**config.mk**
```make
export PLATFORM = sky130hd
export DESIGN_NAME = flash_protect_seq
export DESIGN_NICKNAME = d
export VERILOG_FILES = /design/src/rtl/flash_protect_pkg.sv /design/src/rtl/flash_protect_dp.sv /design/src/rtl/flash_protect_ctrl.sv /design/src/rtl/flash_protect_seq.sv
export SDC_FILE = /design/constraint.sdc
export NUM_CORES = 1
export LEC_CHECK = 0
export ABC_AREA = 1
export CAP_MARGIN = 20
export CORE_MARGIN = 4
export CORE_UTILIZATION = 42
export CTS_CLUSTER_DIAMETER = 100
export DETAILED_ROUTE_END_ITERATION = 10
export PLACE_DENSITY_LB_ADDON = 0.05
export SLEW_MARGIN = 25
export SYNTH_ARGS = -nofsm -noshare
export SYNTH_HDL_FRONTEND = slang
export SYNTH_SLANG_ARGS = --single-unit
```
**constraint.sdc**
```tcl
create_clock -name clk -period 1.1 [get_ports clk]
set_input_delay 0.165 -clock clk [delete_from_list [all_inputs] [get_ports clk]]
set_output_delay 0.165 -clock clk [all_outputs]
set_load 0.01 [all_outputs]
```
**src/rtl/flash_protect_pkg.sv**
```systemverilog
package flash_protect_pkg;

  typedef enum logic [2:0] {
    CMD_NONE    = 3'd0,
    CMD_RD_FUNC = 3'd1,
    CMD_WR_EN   = 3'd2,
    CMD_WR_FUNC = 3'd3,
    CMD_RD_STAT = 3'd4,
    CMD_WR_STAT = 3'd5
  } cmd_e;

  localparam int DATA_W   = 8;
  localparam int LEN_W    = 2;
  localparam int BUSY_BIT = 0;
  localparam int PROT_LO  = 2;
  localparam int PROT_HI  = 5;
  localparam int QUAD_BIT = 6;
  localparam int ANCH_BIT = 3;

  // strobes from control to datapath
  typedef struct packed {
    logic capFunc;     // capture read byte into function copy
    logic capStat;     // capture read byte into status copy, count busy
    logic clrPoll;     // restart poll counter
    logic selStatByte; // write byte: 1 = modified status, 0 = anchor byte
  } dp_strobe_t;

endpackage

```
**src/rtl/flash_protect_dp.sv**
```systemverilog
module flash_protect_dp
  import flash_protect_pkg::*;
#(
  parameter int MAX_POLLS = 16
) (
  input  logic              clk,
  input  logic              rstN,
  input  dp_strobe_t        strobe,
  input  logic [DATA_W-1:0] rdData,
  output logic [DATA_W-1:0] wrData,
  output logic              anchorSet,
  output logic              statBusy,
  output logic              statMatch,
  output logic              pollLimit
);
  localparam int CNT_W = $clog2(MAX_POLLS + 1);
  localparam int PROT_N = PROT_HI - PROT_LO + 1;

  logic [DATA_W-1:0] funcCopy;
  logic [DATA_W-1:0] statCopy;
  logic [CNT_W-1:0]  pollCnt;
  logic [DATA_W-1:0] fixedStat;
  logic [DATA_W-1:0] anchorByte;

  always_ff @(posedge clk) begin
    if (!rstN) begin
      funcCopy <= '0;
      statCopy <= '0;
      pollCnt  <= '0;
    end else begin
      if (strobe.capFunc) funcCopy <= rdData;
      if (strobe.capStat) statCopy <= rdData;
      if (strobe.clrPoll) begin
        pollCnt <= '0;
      end else if (strobe.capStat && rdData[BUSY_BIT] &&
                   (pollCnt < CNT_W'(MAX_POLLS))) begin
        pollCnt <= pollCnt + 1'b1;
      end
    end
  end

  // status byte with the target protection fields forced, others kept
  always_comb begin
    fixedStat = statCopy;
    for (int i = PROT_LO; i <= PROT_HI; i++) begin
      fixedStat[i] = (i == PROT_LO);
    end
    fixedStat[QUAD_BIT] = 1'b1;
  end

  always_comb begin
    anchorByte = '0;
    anchorByte[ANCH_BIT] = 1'b1;
  end

  assign wrData    = strobe.selStatByte ? fixedStat : anchorByte;
  assign anchorSet = funcCopy[ANCH_BIT];
  assign statBusy  = statCopy[BUSY_BIT];
  assign statMatch = (statCopy[QUAD_BIT] == 1'b1) &&
                     (statCopy[PROT_HI:PROT_LO] == PROT_N'(1));
  assign pollLimit = (pollCnt >= CNT_W'(MAX_POLLS));

endmodule

```
**src/rtl/flash_protect_ctrl.sv**
```systemverilog
module flash_protect_ctrl
  import flash_protect_pkg::*;
(
  input  logic             clk,
  input  logic             rstN,
  input  logic             cmdAck,
  input  logic             anchorSet,
  input  logic             statBusy,
  input  logic             statMatch,
  input  logic             pollLimit,
  output logic             cmdReq,
  output logic [2:0]       cmdCode,
  output logic [LEN_W-1:0] cmdLen,
  output dp_strobe_t       strobe,
  output logic             seqDone,
  output logic             seqError
);
  typedef enum logic [3:0] {
    S_RD_FUNC, S_EVAL_FUNC, S_WEN_FUNC, S_WR_FUNC,
    S_POLL_A, S_EVAL_A, S_WEN_STAT, S_WR_STAT,
    S_POLL_B, S_EVAL_B, S_DONE, S_ERR
  } state_e;

  state_e state, nextState;

  always_ff @(posedge clk) begin
    if (!rstN) state <= S_RD_FUNC;
    else       state <= nextState;
  end

  always_comb begin
    nextState = state;
    cmdReq    = 1'b0;
    cmdCode   = CMD_NONE;
    cmdLen    = '0;
    strobe    = '0;
    unique case (state)
      S_RD_FUNC: begin
        cmdReq = 1'b1; cmdCode = CMD_RD_FUNC; cmdLen = LEN_W'(1);
        if (cmdAck) begin
          strobe.capFunc = 1'b1;
          nextState = S_EVAL_FUNC;
        end
      end
      S_EVAL_FUNC: nextState = anchorSet ? S_POLL_A : S_WEN_FUNC;
      S_WEN_FUNC: begin
        cmdReq = 1'b1; cmdCode = CMD_WR_EN;
        if (cmdAck) nextState = S_WR_FUNC;
      end
      S_WR_FUNC: begin
        cmdReq = 1'b1; cmdCode = CMD_WR_FUNC; cmdLen = LEN_W'(1);
        if (cmdAck) begin
          strobe.clrPoll = 1'b1;
          nextState = S_POLL_A;
        end
      end
      S_POLL_A: begin
        cmdReq = 1'b1; cmdCode = CMD_RD_STAT; cmdLen = LEN_W'(1);
        if (cmdAck) begin
          strobe.capStat = 1'b1;
          nextState = S_EVAL_A;
        end
      end
      S_EVAL_A: begin
        if (!statBusy)     nextState = statMatch ? S_DONE : S_WEN_STAT;
        else if (pollLimit) nextState = S_ERR;
        else               nextState = S_POLL_A;
      end
      S_WEN_STAT: begin
        cmdReq = 1'b1; cmdCode = CMD_WR_EN;
        strobe.selStatByte = 1'b1;
        if (cmdAck) nextState = S_WR_STAT;
      end
      S_WR_STAT: begin
        cmdReq = 1'b1; cmdCode = CMD_WR_STAT; cmdLen = LEN_W'(1);
        strobe.selStatByte = 1'b1;
        if (cmdAck) begin
          strobe.clrPoll = 1'b1;
          nextState = S_POLL_B;
        end
      end
      S_POLL_B: begin
        cmdReq = 1'b1; cmdCode = CMD_RD_STAT; cmdLen = LEN_W'(1);
        if (cmdAck) begin
          strobe.capStat = 1'b1;
          nextState = S_EVAL_B;
        end
      end
      S_EVAL_B: begin
        if (!statBusy)      nextState = S_DONE;
        else if (pollLimit) nextState = S_ERR;
        else                nextState = S_POLL_B;
      end
      S_DONE:  nextState = S_DONE;
      S_ERR:   nextState = S_ERR;
      default: nextState = S_ERR;
    endcase
  end

  assign seqDone  = (state == S_DONE);
  assign seqError = (state == S_ERR);

endmodule

```
**src/rtl/flash_protect_seq.sv**
```systemverilog
module flash_protect_seq
  import flash_protect_pkg::*;
#(
  parameter int MAX_POLLS = 16
) (
  input  logic       clk,
  input  logic       rstN,
  output logic       cmdReq,
  output logic [2:0] cmdCode,
  output logic [1:0] cmdLen,
  output logic [7:0] cmdWrData,
  input  logic       cmdAck,
  input  logic [7:0] cmdRdData,
  output logic       seqDone,
  output logic       seqError
);
  dp_strobe_t strobe;
  logic anchorSet, statBusy, statMatch, pollLimit;

  flash_protect_ctrl u_ctrl (
    .clk(clk), .rstN(rstN), .cmdAck(cmdAck),
    .anchorSet(anchorSet), .statBusy(statBusy),
    .statMatch(statMatch), .pollLimit(pollLimit),
    .cmdReq(cmdReq), .cmdCode(cmdCode), .cmdLen(cmdLen),
    .strobe(strobe), .seqDone(seqDone), .seqError(seqError)
  );

  flash_protect_dp #(.MAX_POLLS(MAX_POLLS)) u_dp (
    .clk(clk), .rstN(rstN), .strobe(strobe), .rdData(cmdRdData),
    .wrData(cmdWrData), .anchorSet(anchorSet), .statBusy(statBusy),
    .statMatch(statMatch), .pollLimit(pollLimit)
  );

endmodule

```
==> summary by stage, run 1 <==
Synthesis
The number of distinct library cell variants in the gate-level netlist after synthesis is 25. Yosys printed 0 warnings. The average cell area after synthesis is 6.589 µm². The cell count after synthesis came out at 154. The share of synthesized area spent on multiplexers is 0%.

In this run the cell area of the synthesized design comes to 0.001015 mm². The largest family of logic cells by synthesized area is simple AND/OR/NAND/NOR gates. The synthesized netlist devotes 17.76% of its cell area to compound gates. Counting flops and latches in the post-synthesis netlist gives 18. The arithmetic-cell share of the synthesized area counting full adders, half adders and majority gates is 1.233%. The simple-gate share of the synthesized area is 28.24%.

Sequential cells were found to cover 35.51% of the synthesized design area. After Yosys synthesis, XOR and XNOR cells account for 1.726% of the synthesized area.

Clock tree
The level count of the clock H-tree is 1. CTS placed an instance of clkbuf_4 at the clock tree root. CTS saw 18 sinks. For this design, the CTS-stage hold fixing added 0 buffers. Counting the buffers created by CTS gives 3. The clock passes through at most 2 buffers. The clock-pin slew of the registers on the worst-case setup and hold paths is 0.11 ns. TritonCTS built the clock tree. For the worst-skew pair, the clock arrives at the later sink with an insertion delay of 0.30 ns.

Place
The count of buffers added on input and output ports is 23. The HPWL after detailed placement is 1943 µm. Summing all placed instances gives a cell area of 0.001460 mm².

The weighted congestion at the end of routability-driven global placement is 0.8970.

Layout
The share of final-layout standard cells stronger than drive strength 1 is 54.38%. The area of the multi-input gates is 759.5 µm². The core occupancy in the finished layout is 83.57%.

0 antenna diodes ended up in the layout. Across the whole layout, storage elements account for 372.9 µm². Compared with the post-synthesis result, the final layout area differs by 85.70%. The post-layout net count is 230. The top cell types in the final layout, fill and taps aside, are 22 x buf_4, 21 x buf_6, 20 x nand2_1.

The filler cell count is 138. The library cell used most frequently in the layout, excluding fill and tap cells, is buf_4. The finished cells cover 0.001884 mm².

Timing
The fmax is 662.5 MHz. The final critical path takes up 137.2% of the cycle. The count of final setup violators is 31. Setup repair after global routing could not meet its margin everywhere.

The minimum clock period after layout is 1.509 ns. The count of pins over their slew limit is 0. The worst setup skew after layout is 0.002959 ns. The final setup slack of the worst path is -0.4094 ns. The total count of hold-check failures in the final report came to 0.

Pwr
The design draws 1.899 mW. Dividing total power by cell area gives a power density of 1008 mW/mm². The leakage power summed over all cells is 0.8452 nW. The worst supply voltage drop on vdd is 0.8993 mV.

Setup path
The most critical setup path has its endpoint at cmdWrData[7]. The cell count of the worst reg-to-reg path is 11. STA classifies the critical path startpoint as a flip-flop.

The arrival time reported for the critical path endpoint is 1.34 ns. The launch point of the worst reg-to-reg path is u_ctrl.state[1]. The sort of element at the end of the critical path is an output pin. The critical path goes through inv_4 -> nand2_2 -> nor2_4 -> inv_2 -> nor2_1 -> buf_2. STA puts the critical path data required time at 0.94 ns. The maximum single-stage delay on the critical path is 0.39 ns. In this run the worst path has a maximum fanout of 5. In this run the critical register-to-register path is captured at u_dp.pollCnt[4]. The count of buffering cells on the critical path with inverters included is 3.

The slowest cell on the critical path is dfxtp_4. The number of logic stages on the critical path including buffering is 6. The slack of the worst reg-to-reg path is -0.35 ns.

In this run the worst setup path begins at u_ctrl.state[3]. The worst setup path is of the flip-flop to output pin kind. Among cell families on the critical path, the largest total delay comes from flip-flops.

Detailed routing
The number of violations reported at the end of detailed-routing iteration 0 is 48. The detailed-route wire length per cell is 15.25 µm. The final antenna-violating net count is 0.

Detailed routing inserted a total of 1288 vias. Dividing the detail-routed via count by the number of cells gives 5.257. In the routed design, unresolved DRC markers number 0. Before antenna repair, the detailed router went through 5 iterations. The total routed wirelength is 3736 µm.

Floorplan
The top-level I/O count is 27. The initial utilization of the core area, before any placement, comes to 45.01%. The total die area is 0.003266 mm².

The die span in y is 57.15 µm. The core region is 0.002255 mm². After floorplanning, the core was divided into 17 placement rows. The floorplan step set the die width to 57.15 µm.

Global routing
The met3 layer usage reported by global route is 3.846%. The global routing met1 resource utilization is 20.41%. The initial antenna violation count is 0.

The first global-routing pass estimated 4905 µm of wire. The layer carrying the most global-route usage is met2. The maximum number of pins on one net before global-route repair is 12. The via count of the first global-routing pass is 1136. After global routing the overflow that remains totals 0. For this run, the total global-route usage over all layers was measured as 19.26%. For this run, global-route usage on met2 was measured as 34.26%.

Worst hold path
The worst min-delay path startpoint is cmdRdData[6]. In this run the worst hold path is classified as primary input to flip-flop. The worst hold path stage count is 3.

Outcome
The flow ran to the end, but the final reports show violations. The final reports fail on setup timing.

Job
The number of max-capacitance violations reported is 0.
sequential cells by signal, indices dropped and copies added, names as in the netlist:
register	flops
u_ctrl.state	4
u_dp.funcCopy	1
u_dp.pollCnt	5
u_dp.statCopy	8
kinds of logic after synthesis:
| group | Yosys count |
|---|---|
| AND/OR/NAND/NOR | 64 |
| AO/OA/AOI/OAI | 34 |
| adder cells (fa/ha/maj) | 1 |
| other | 1 |
| buffers and inverters | 34 |
| XOR/XNOR | 2 |
| flip-flops | 18 |
area by class of cell:
class | count | share of cell area [%]
Multi-Input combinational cell | 105 | 40.31
Timing Repair Buffer | 63 | 30.08
Sequential cell | 18 | 19.79
Inverter | 27 | 6.042
Clock buffer | 4 | 1.926
Tap cell | 28 | 1.859
worst register-to-register path, cell delays in order (launching register included):
cell     delay (ns)
dfxtp_4        0.39
inv_6          0.08
buf_6          0.10
nand2_4        0.05
nor2_4         0.18
buf_6          0.15
nand2_8        0.09
inv_4          0.08
nand2_4        0.05
o21ai_2        0.13
nand2_1        0.06
inv_1          0.04
cell usage after synthesis:
cell      count  share of area [%]
buf_6         1                1.1
xnor2_1       1               0.86
xor2_1        1               0.86
nand4_2       1                1.2
dfxtp_1      18                 36
a21oi_1      13                6.4
ha_1          1                1.2
o211ai_1      1               0.74
nand2_1      27                 10
nand2_4       2                2.2
nand4_1       1               0.62
a21oi_2       1               0.86
a31oi_1       2                1.2
nor2_4        1                1.1
o21ai_0      11                5.4
nor2_1       24                8.9
clkbuf_1      1               0.37
nand3_1       6                3.0
nand2_2       2                1.2
o21ai_1       5                2.5
inv_1        22                8.1
o22ai_1       1               0.62
buf_4         5                3.7
inv_2         5                1.8
conb_1        1               0.37
through the flow:
step                      setup slack, ns   TNS, ns  cells  hold slack, ns
final                             -0.4094    -9.036    245          0.4638
after global routing              -0.5224    -10.78    245          0.4629
after CTS                         -0.3752    -6.878    241          0.4630
after detailed placement          -0.5011    -10.77    228          0.4511
after global placement            -0.4402    -10.05    228          0.4493
after floorplan                  -0.02353  -0.07059    156          0.3033
how the worst min path moves through the flow:
| stage | endpoint | slack, ns |
|---|---|---|
| after floorplan | u_ctrl.state[0] | 0.30 |
| after global routing | u_dp.statCopy[4] | 0.46 |
| after detailed placement | u_dp.statCopy[6] | 0.45 |
| after CTS | u_dp.statCopy[6] | 0.46 |
| final | u_dp.statCopy[6] | 0.46 |
| after global placement | u_dp.statCopy[6] | 0.45 |
metal layers:
| layer | up-vias | share of wire [%] | wire (µm) |
|---|---|---|---|
| li1 | 613 | - | - |
| met1 | 605 | 38 | 1403 |
| met2 | 57 | 53 | 1964 |
| met3 | 13 | 6.0 | 225 |
| met4 | 0 | 3.8 | 142 |
| met5 | - | 0 | 0 |
where the power goes:
group	internal [mW]	leakage [nW]	switching, mW	total (mW)
sequential	0.685	0.148	0.0433	0.728
combinational	0.356	0.676	0.393	0.748
clock	0.202	0.0210	0.221	0.423
total	1.24	0.845	0.657	1.90
timing repair:
action | CTS | global route
setup endpoints to repair | 31 | 31
setup buffers | 9 | 5
cloned | 1 | 0
resized for setup | 92 | 57
pin swaps | 11 | 17
No activity file was read; power rests on OpenSTA's default activity.
==> run 2, diff against run 1 <==
- CORE_MARGIN: 4 -> unset
==> run 2 against run 1 <==
The run still ends with setup timing left. Critical endpoint is now cmdCode[2]. Combinational power is 7.0% lower. Routed wire length shrank 5.0%. Via count down 2.3%. Clock skew is 0.0017 ns lower. Sequential cell count unchanged.
==> summary by stage, run 2 (synthesis results as in run 1) <==
Worst hold path
For hold timing, the worst endpoint is u_dp.statCopy[4]. The class of the most critical hold timing path is primary input to flip-flop. The worst hold path stage count is 3 (unchanged).

The worst hold path begins at cmdRdData[4].

Detailed routing
The number of remaining DRC errors is 0 (unchanged). The number of vias per cell is 5.160 (-1.9%). The detailed-route wire length per cell is 14.55 µm (-4.6%). The total routed wirelength is 3550 µm (-5.0%). The final antenna-violating net count came to 0 (unchanged).

The detailed-routing iteration count for the pre-antenna-repair pass is 4 (-1). The number of violations reported at the end of detailed-routing iteration 0 is 49 (+2.1%). The total number of vias is 1259 (-2.3%).

Setup path
The slack of the worst reg-to-reg path came to -0.34 ns (about the same). The launch point of the worst reg-to-reg path is u_ctrl.state[1]. The worst reg2reg path endpoint is u_dp.funcCopy[3].

The critical path goes through o21ai_4 -> inv_2 -> nor2_4 -> nand2_2 -> nor2_1 -> buf_2. The cell count of the worst reg-to-reg path was 9 (-2). The critical path data required time is 0.94 ns (about the same). The maximum single-stage delay on the critical path is 0.39 ns (about the same). The critical path class is flip-flop to output pin. The arrival time reported for the critical path endpoint is 1.34 ns (about the same). The slowest stage of the critical path is the dfxtp_4 cell.

The highest net fanout along the worst path is 5 (unchanged). The sort of element at the end of the critical path is an output pin. The worst setup path is launched from a flip-flop.

Global routing
The met3 layer usage reported by global route is 1.786% (-2.1 points). The initial antenna violation count is 0 (unchanged). In this run the most used layer during global routing was met2. The overall track demand over capacity in global routing is 24.06% (+4.8 points).

The wire length of the first global-routing pass is 4747 µm (-3.2%). The maximum number of pins on one net before global-route repair is 12 (unchanged). The aggregate global routing overflow was 0 (unchanged). The global routing met1 resource utilization is 27.64% (+7.2 points).

The met2 layer usage reported by global route came to 45.83% (+12 points). The via count of the first global-routing pass is 1153 (+1.5%).

Layout
The final design area excluding fillers is 0.001829 mm² (-2.9%). The share of final-layout standard cells stronger than drive strength 1 is 51.85% (-2.5 points). The number of antenna diodes came to 0 (unchanged). Ranked by flip-flop count, first place goes to u_dp.statCopy. Leaving out fill and tap cells, the most frequent cell in the layout is buf_4. The area of the multi-input gates is 716.9 µm² (-5.6%). In the final layout, the registers with the most flip-flops are u_dp.statCopy (8), u_dp.pollCnt (5), u_ctrl.state (4). The flip-flop count of the largest register, all copies and words added is 8 (unchanged). The register cell area after layout is 375.4 µm² (+0.67%). The library cells used most frequently in the layout, excluding fill and tap cells, are 25 x buf_4, 19 x nand2_1, 17 x buf_6.

The post-layout net count was 229 (-0.43%). The filler cell count is 153 (+11%). Relative to the synthesized area, the layout overhead comes to 80.27%.

Clock tree
The clock latency reported for the late side of the worst-skew pair came to 0.30 ns (about the same). The level count of the clock H-tree is 1 (unchanged). The maximum clock insertion buffer count came to 2 (unchanged). The CTS sink count is 18 (unchanged). The number of buffers created by CTS is 3 (unchanged). CTS placed an instance of clkbuf_4 at the clock tree root. TritonCTS built the clock tree.

The clock-pin slew of the registers on the worst-case setup and hold paths is 0.11 ns (about the same). The number of hold buffers added after cts came to 0 (unchanged).

Job
The number of max-capacitance violations reported was 0 (unchanged).

Outcome
The checks that failed: setup timing. The run finished, with violations left.

Pwr
The switching part of the total power is 34.10% (-0.47 points). The proportion of power drawn by combinational gates is 37.6% (-1.8 points). The cell-internal power is 1.219 mW (-1.9%). The worst supply voltage drop on vdd is 1.050 mV (+17%).

The switching power came to 0.6309 mW (-3.9%). The portion of total power attributed to sequential cells is 39.3% (+1.0 points). The total power divided by cell area is 1012 mW/mm² (+0.35%).

The clock power share is 23.1% (+0.8 points). The leakage power summed over all cells is 0.8349 nW (-1.2%).

Floorplan
The total die area is 0.002616 mm² (-20%). The core area came to 0.002255 mm² (unchanged). The starting density of the core was 45.01% (unchanged). The die span in y is 51.15 µm (-10%).

The number of standard-cell rows in the floorplan is 17 (unchanged). The die extent in x was 51.15 µm (-10%). The top-level I/O count is 27 (unchanged).

Timing
The ratio of final minimum period to clock period is 136.6% (-0.64 points). The minimum clock period after layout is 1.502 ns (-0.007056 ns). The worst slack on hold paths is 0.4661 ns (+0.002298 ns). The accumulated negative setup slack is -9.149 ns (-0.1124 ns). Setup repair after global routing could not meet its margin everywhere. The total count of hold-check failures in the final report is 0 (unchanged). The fmax came to 665.6 MHz (+0.47%). The count of pins over their slew limit is 0 (unchanged). The count of final setup violators is 31 (unchanged).

The final setup slack of the worst path is -0.4024 ns (+0.007056 ns). The worst setup skew after layout is 0.001227 ns (-0.001732 ns).

Place
The weighted congestion at the end of routability-driven global placement is 0.8311 (-7.3%). The HPWL after detailed placement is 1983 µm (+2.1%). The cell area reported after detailed placement is 0.001475 mm² (+1.0%). The number of buffer cells added on primary ports is 23 (unchanged).
run 2: cell types whose count changed in the layout (fill, tap and decap cells not counted), moves of 3 or more:
cell and change:
a21oi_1 +5, buf_4 +3, o21ai_4 -3, buf_6 -4, a21oi_2 -5
run 2: critical path: cells and delay by family, from the launching register on:
kind                   cells  cell delay [ns]
AOI/OAI and AO/OA          1             0.18
buffers and inverters      2             0.22
DFF                        1             0.39
and+or+nand+nor            3             0.24
run 2: layer usage:
| layer | routed length [µm] | part of all wire, % | up-vias |
|---|---|---|---|
| li1 | - | - | 612 |
| met1 | 1447 | 41 | 588 |
| met2 | 1848 | 52 | 45 |
| met3 | 130 | 3.7 | 14 |
| met4 | 124 | 3.5 | 0 |
| met5 | 0 | 0 | - |
run 2: repair_timing:
item                       4_1_cts  5_1_grt
cloned                           1        0
gates resized for setup         85       58
setup endpoints to repair       31       31
pin swaps                       12       17
setup buffers                    5        5
run 2: layout make-up:
class	instances	area share, %
multi-input combinational	105	39.19
timing repair buffer	62	29.75
sequential	18	20.52
inverter	27	6.635
clock buffer	4	1.984
tap	28	1.915
run 2: how the worst max path moves through the flow:
stage	startpoint	slack (ns)	end	cells past startpoint
3_3_place_gp	u_ctrl.state[2]	-0.44	cmdCode[2]	6
2_1_floorplan	u_ctrl.state[2]	-0.02	cmdWrData[0]	4
4_1_cts	u_ctrl.state[1]	-0.36	cmdCode[2]	6
3_5_place_dp	u_ctrl.state[2]	-0.46	cmdCode[2]	6
6_report	u_ctrl.state[2]	-0.40	cmdCode[2]	6
5_1_grt	u_ctrl.state[2]	-0.44	cmdCode[2]	6
run 2: metrics by stage:
stage	power, mW	instances	utilization [%]	setup slack, ns
floorplan	0.9600	156	-	-0.02353
global placement	1.206	230	65.43	-0.4354
detailed placement	1.216	230	65.43	-0.4631
CTS	1.676	240	71.03	-0.3601
global route	1.910	244	81.13	-0.4449
finish	1.850	244	81.13	-0.4024
run 2: power by group through the flow:
stage | sequential [mW] | clock (mW) | combinational, mW
2_1_floorplan | 0.722 | 0 | 0.238
3_3_place_gp | 0.722 | 0 | 0.484
4_1_cts | 0.712 | 0.425 | 0.539
6_report | 0.727 | 0.428 | 0.696
5_1_grt | 0.729 | 0.446 | 0.735
3_5_place_dp | 0.724 | 0 | 0.491
==> run 3, diff against run 2 <==
- PLACE_DENSITY: unset -> 0.73
- PLACE_DENSITY_LB_ADDON: 0.05 -> unset
- SLEW_MARGIN: 25 -> 20
==> run 3 against run 2 <==
Largest power group unchanged. Combinational power shrank 15%. Die area is the same. Final area shrank 5.5%. Maximum frequency grew 4.2%. The run still ends with setup timing left. Count of clock-buffer cells in the layout shrank 1. Largest cell class unchanged. Critical endpoint unchanged. Register-to-register slack gained 0.02 ns. Sequential power is essentially flat. First-iteration DRC count shrank 63%.
==> summary by stage, run 3 (synthesis results as in run 1) <==
Detailed routing
The total number of vias came to 1190 (-5.5%). The detailed-routing iteration count for the pre-antenna-repair pass is 4 (unchanged). The number of violations reported at the end of detailed-routing iteration 0 is 18 (-63%). The detailed-route wire length per cell is 13.43 µm (-7.7%). The number of remaining DRC errors is 0 (unchanged).

The total routed wirelength is 3183 µm (-10%). The number of vias per cell is 5.021 (-2.7%). The final antenna-violating net count is 0 (unchanged).

Layout
The register cell area after layout is 372.9 µm² (-0.67%). The final design area excluding fillers is 0.001728 mm² (-5.5%). In the layout the commonest cells are 22 x buf_4, 20 x nand2_1, 18 x inv_1. The filler cell count was 164 (+7.2%). The area growth from synthesis to layout is 70.28%. In the final layout, the registers with the most flip-flops are u_dp.statCopy (8), u_dp.pollCnt (5), u_ctrl.state (4). The flip-flop count of the largest register, all copies and words added is 8 (unchanged). Leaving out fill and tap cells, the most frequent cell in the layout is buf_4.

The post-layout net count was 223 (-2.6%). The number of antenna diodes is 0 (unchanged). The area of the multi-input gates came to 696.9 µm² (-2.8%).

Counting flops per register, the top entry is u_dp.statCopy. The share of final-layout standard cells stronger than drive strength 1 came to 49.28% (-2.6 points).

Timing
Setup repair after global routing could not meet its margin everywhere. The fmax came to 693.4 MHz (+4.2%). The worst setup skew after layout is 0.005492 ns (+0.004265 ns). The count of pins over their slew limit came to 0 (unchanged). The minimum clock period after layout came to 1.442 ns (-0.06031 ns).

The ratio of final minimum period to clock period is 131.1% (-5.5 points). The worst slack on hold paths is 0.4606 ns (-0.005487 ns). The total count of hold-check failures in the final report came to 0 (unchanged).

The final setup slack of the worst path came to -0.3421 ns (+0.06031 ns). The count of final setup violators came to 31 (unchanged). The accumulated negative setup slack came to -7.979 ns (+1.170 ns).

Place
The number of buffer cells added on primary ports is 23 (unchanged). The cell area reported after detailed placement is 0.001425 mm² (-3.4%). The HPWL after detailed placement was 2000 µm (+0.83%). The weighted congestion at the end of routability-driven global placement was 0.8645 (+4.0%).

Setup path
Among all stages on the critical path, the largest delay is contributed by dfxtp_4. The arrival time reported for the critical path endpoint was 1.28 ns (-0.06 ns). The cell family contributing the most delay on the critical path is flip-flops. The critical path class is flip-flop to output pin.

STA classifies the critical path endpoint as an output pin. The critical path data required time is 0.94 ns (about the same). The count of buffering cells on the critical path with inverters included is 2 (unchanged). The worst setup path is launched from a flip-flop. The slack of the worst reg-to-reg path was -0.32 ns (+0.02 ns).

The cell count of the worst reg-to-reg path is 8 (-1). The highest net fanout along the worst path is 7 (+2). Traced cell by cell, the critical path runs through o21ai_4 -> inv_2 -> nor2_2 -> nand2_1 -> nor2_1 -> buf_2. The worst register-to-register path ends at u_dp.pollCnt[3].

The maximum single-stage delay on the critical path is 0.39 ns (about the same). The worst register-to-register path begins at u_ctrl.state[1].

Job
The number of max-capacitance violations reported is 0 (unchanged).

Clock tree
The clock-pin slew of the registers on the worst-case setup and hold paths is 0.10 ns (about the same). The number of buffers created by CTS is 3 (unchanged). The CTS sink count is 18 (unchanged).

The clock tree from TritonCTS is yes. The clock latency reported for the late side of the worst-skew pair is 0.30 ns (about the same). The maximum clock insertion buffer count is 2 (unchanged). The level count of the clock H-tree was 1 (unchanged). The clock root buffer master is clkbuf_4.

Pwr
The worst supply voltage drop on vdd is 0.9077 mV (-14%). The total power divided by cell area is 958.3 mW/mm² (-5.3%). The leakage power summed over all cells is 0.7722 nW (-7.5%).

Floorplan
The core area was 0.002255 mm² (unchanged). The top-level I/O count is 27 (unchanged). The die span in y is 51.15 µm (unchanged). The starting density of the core is 45.01% (unchanged). The number of standard-cell rows in the floorplan was 17 (unchanged). The die extent in x came to 51.15 µm (unchanged).

The total die area came to 0.002616 mm² (unchanged).

Global routing
The maximum number of pins on one net before global-route repair came to 13 (+1). The overall track demand over capacity in global routing is 23.15% (-0.91 points). The initial antenna violation count came to 0 (unchanged). The aggregate global routing overflow is 0 (unchanged).

The via count of the first global-routing pass was 1091 (-5.4%). The wire length of the first global-routing pass is 4491 µm (-5.4%).

Outcome
The run finished, with violations left. The checks that failed: setup timing.

Worst hold path
The worst hold path stage count is 2 (-1). The worst hold path begins at u_dp.statCopy[6]. The path with the worst hold slack has its endpoint at u_dp.statCopy[6]. The path class of the tightest hold or removal check is flip-flop to flip-flop.
==> run 3: cell count changes in the layout (fill, tap and decap cells not counted), sizes merged <==
cell,delta
buf,-5
clkbuf,-1
nand2,-1
==> run 3: metrics by stage <==
stage | util [%] | total power [mW] | worst slack, ns | cells
floorplan | - | 0.9600 | -0.02353 | 156
global placement | 63.21 | 1.179 | -0.4516 | 225
detailed placement | 63.21 | 1.191 | -0.4904 | 225
CTS | 65.54 | 1.515 | -0.3572 | 232
global route | 76.64 | 1.728 | -0.4095 | 237
finish | 76.64 | 1.656 | -0.3421 | 237
==> run 3: layer usage <==
layer  GRT usage [%]  part of all wire, %
met2           40.13                   51
met3           4.167                  3.6
met1           25.00                   42
met5               0                    0
met4           16.67                  3.3
==> run 3: layout make-up <==
cell class              instances  area share, %
clock buffers                   3          1.303
repair buffers                 57          28.02
inverters                      27          6.734
flip-flops and latches         18          21.58
well taps                      28          2.028
multi-input cells             104          40.33
==> run 3: worst max path at each step <==
stage / to / cells past startpoint / start / slack, ns
4_1_cts: cmdCode[2] / 6 / u_ctrl.state[2] / -0.36
3_3_place_gp: cmdCode[2] / 6 / u_ctrl.state[2] / -0.45
3_5_place_dp: cmdCode[2] / 6 / u_ctrl.state[2] / -0.49
5_1_grt: cmdCode[2] / 6 / u_ctrl.state[2] / -0.41
2_1_floorplan: cmdWrData[0] / 4 / u_ctrl.state[2] / -0.02
6_report: cmdCode[2] / 6 / u_ctrl.state[2] / -0.34
==> run 3: timing repair <==
action	CTS	global route
hold endpoints to repair	0	0
endpoints found under the setup margin	31	31
hold buffers	0	0
resized for setup	68	65
buffers inserted	4	6
pin swaps	7	22
==> run 3: tightest hold or removal path: cells and delay by family (launching register included) <==
kind                   cells  cell delay [ns]
DFF                        1             0.31
buffers and inverters      1             0.06
AOI/OAI and AO/OA          1             0.06
==> run 3: power breakdown <==
part,internal (mW),switching [mW]
logic,0.273,0.320
clock network,0.128,0.211
registers,0.685,0.0396
total,1.09,0.570
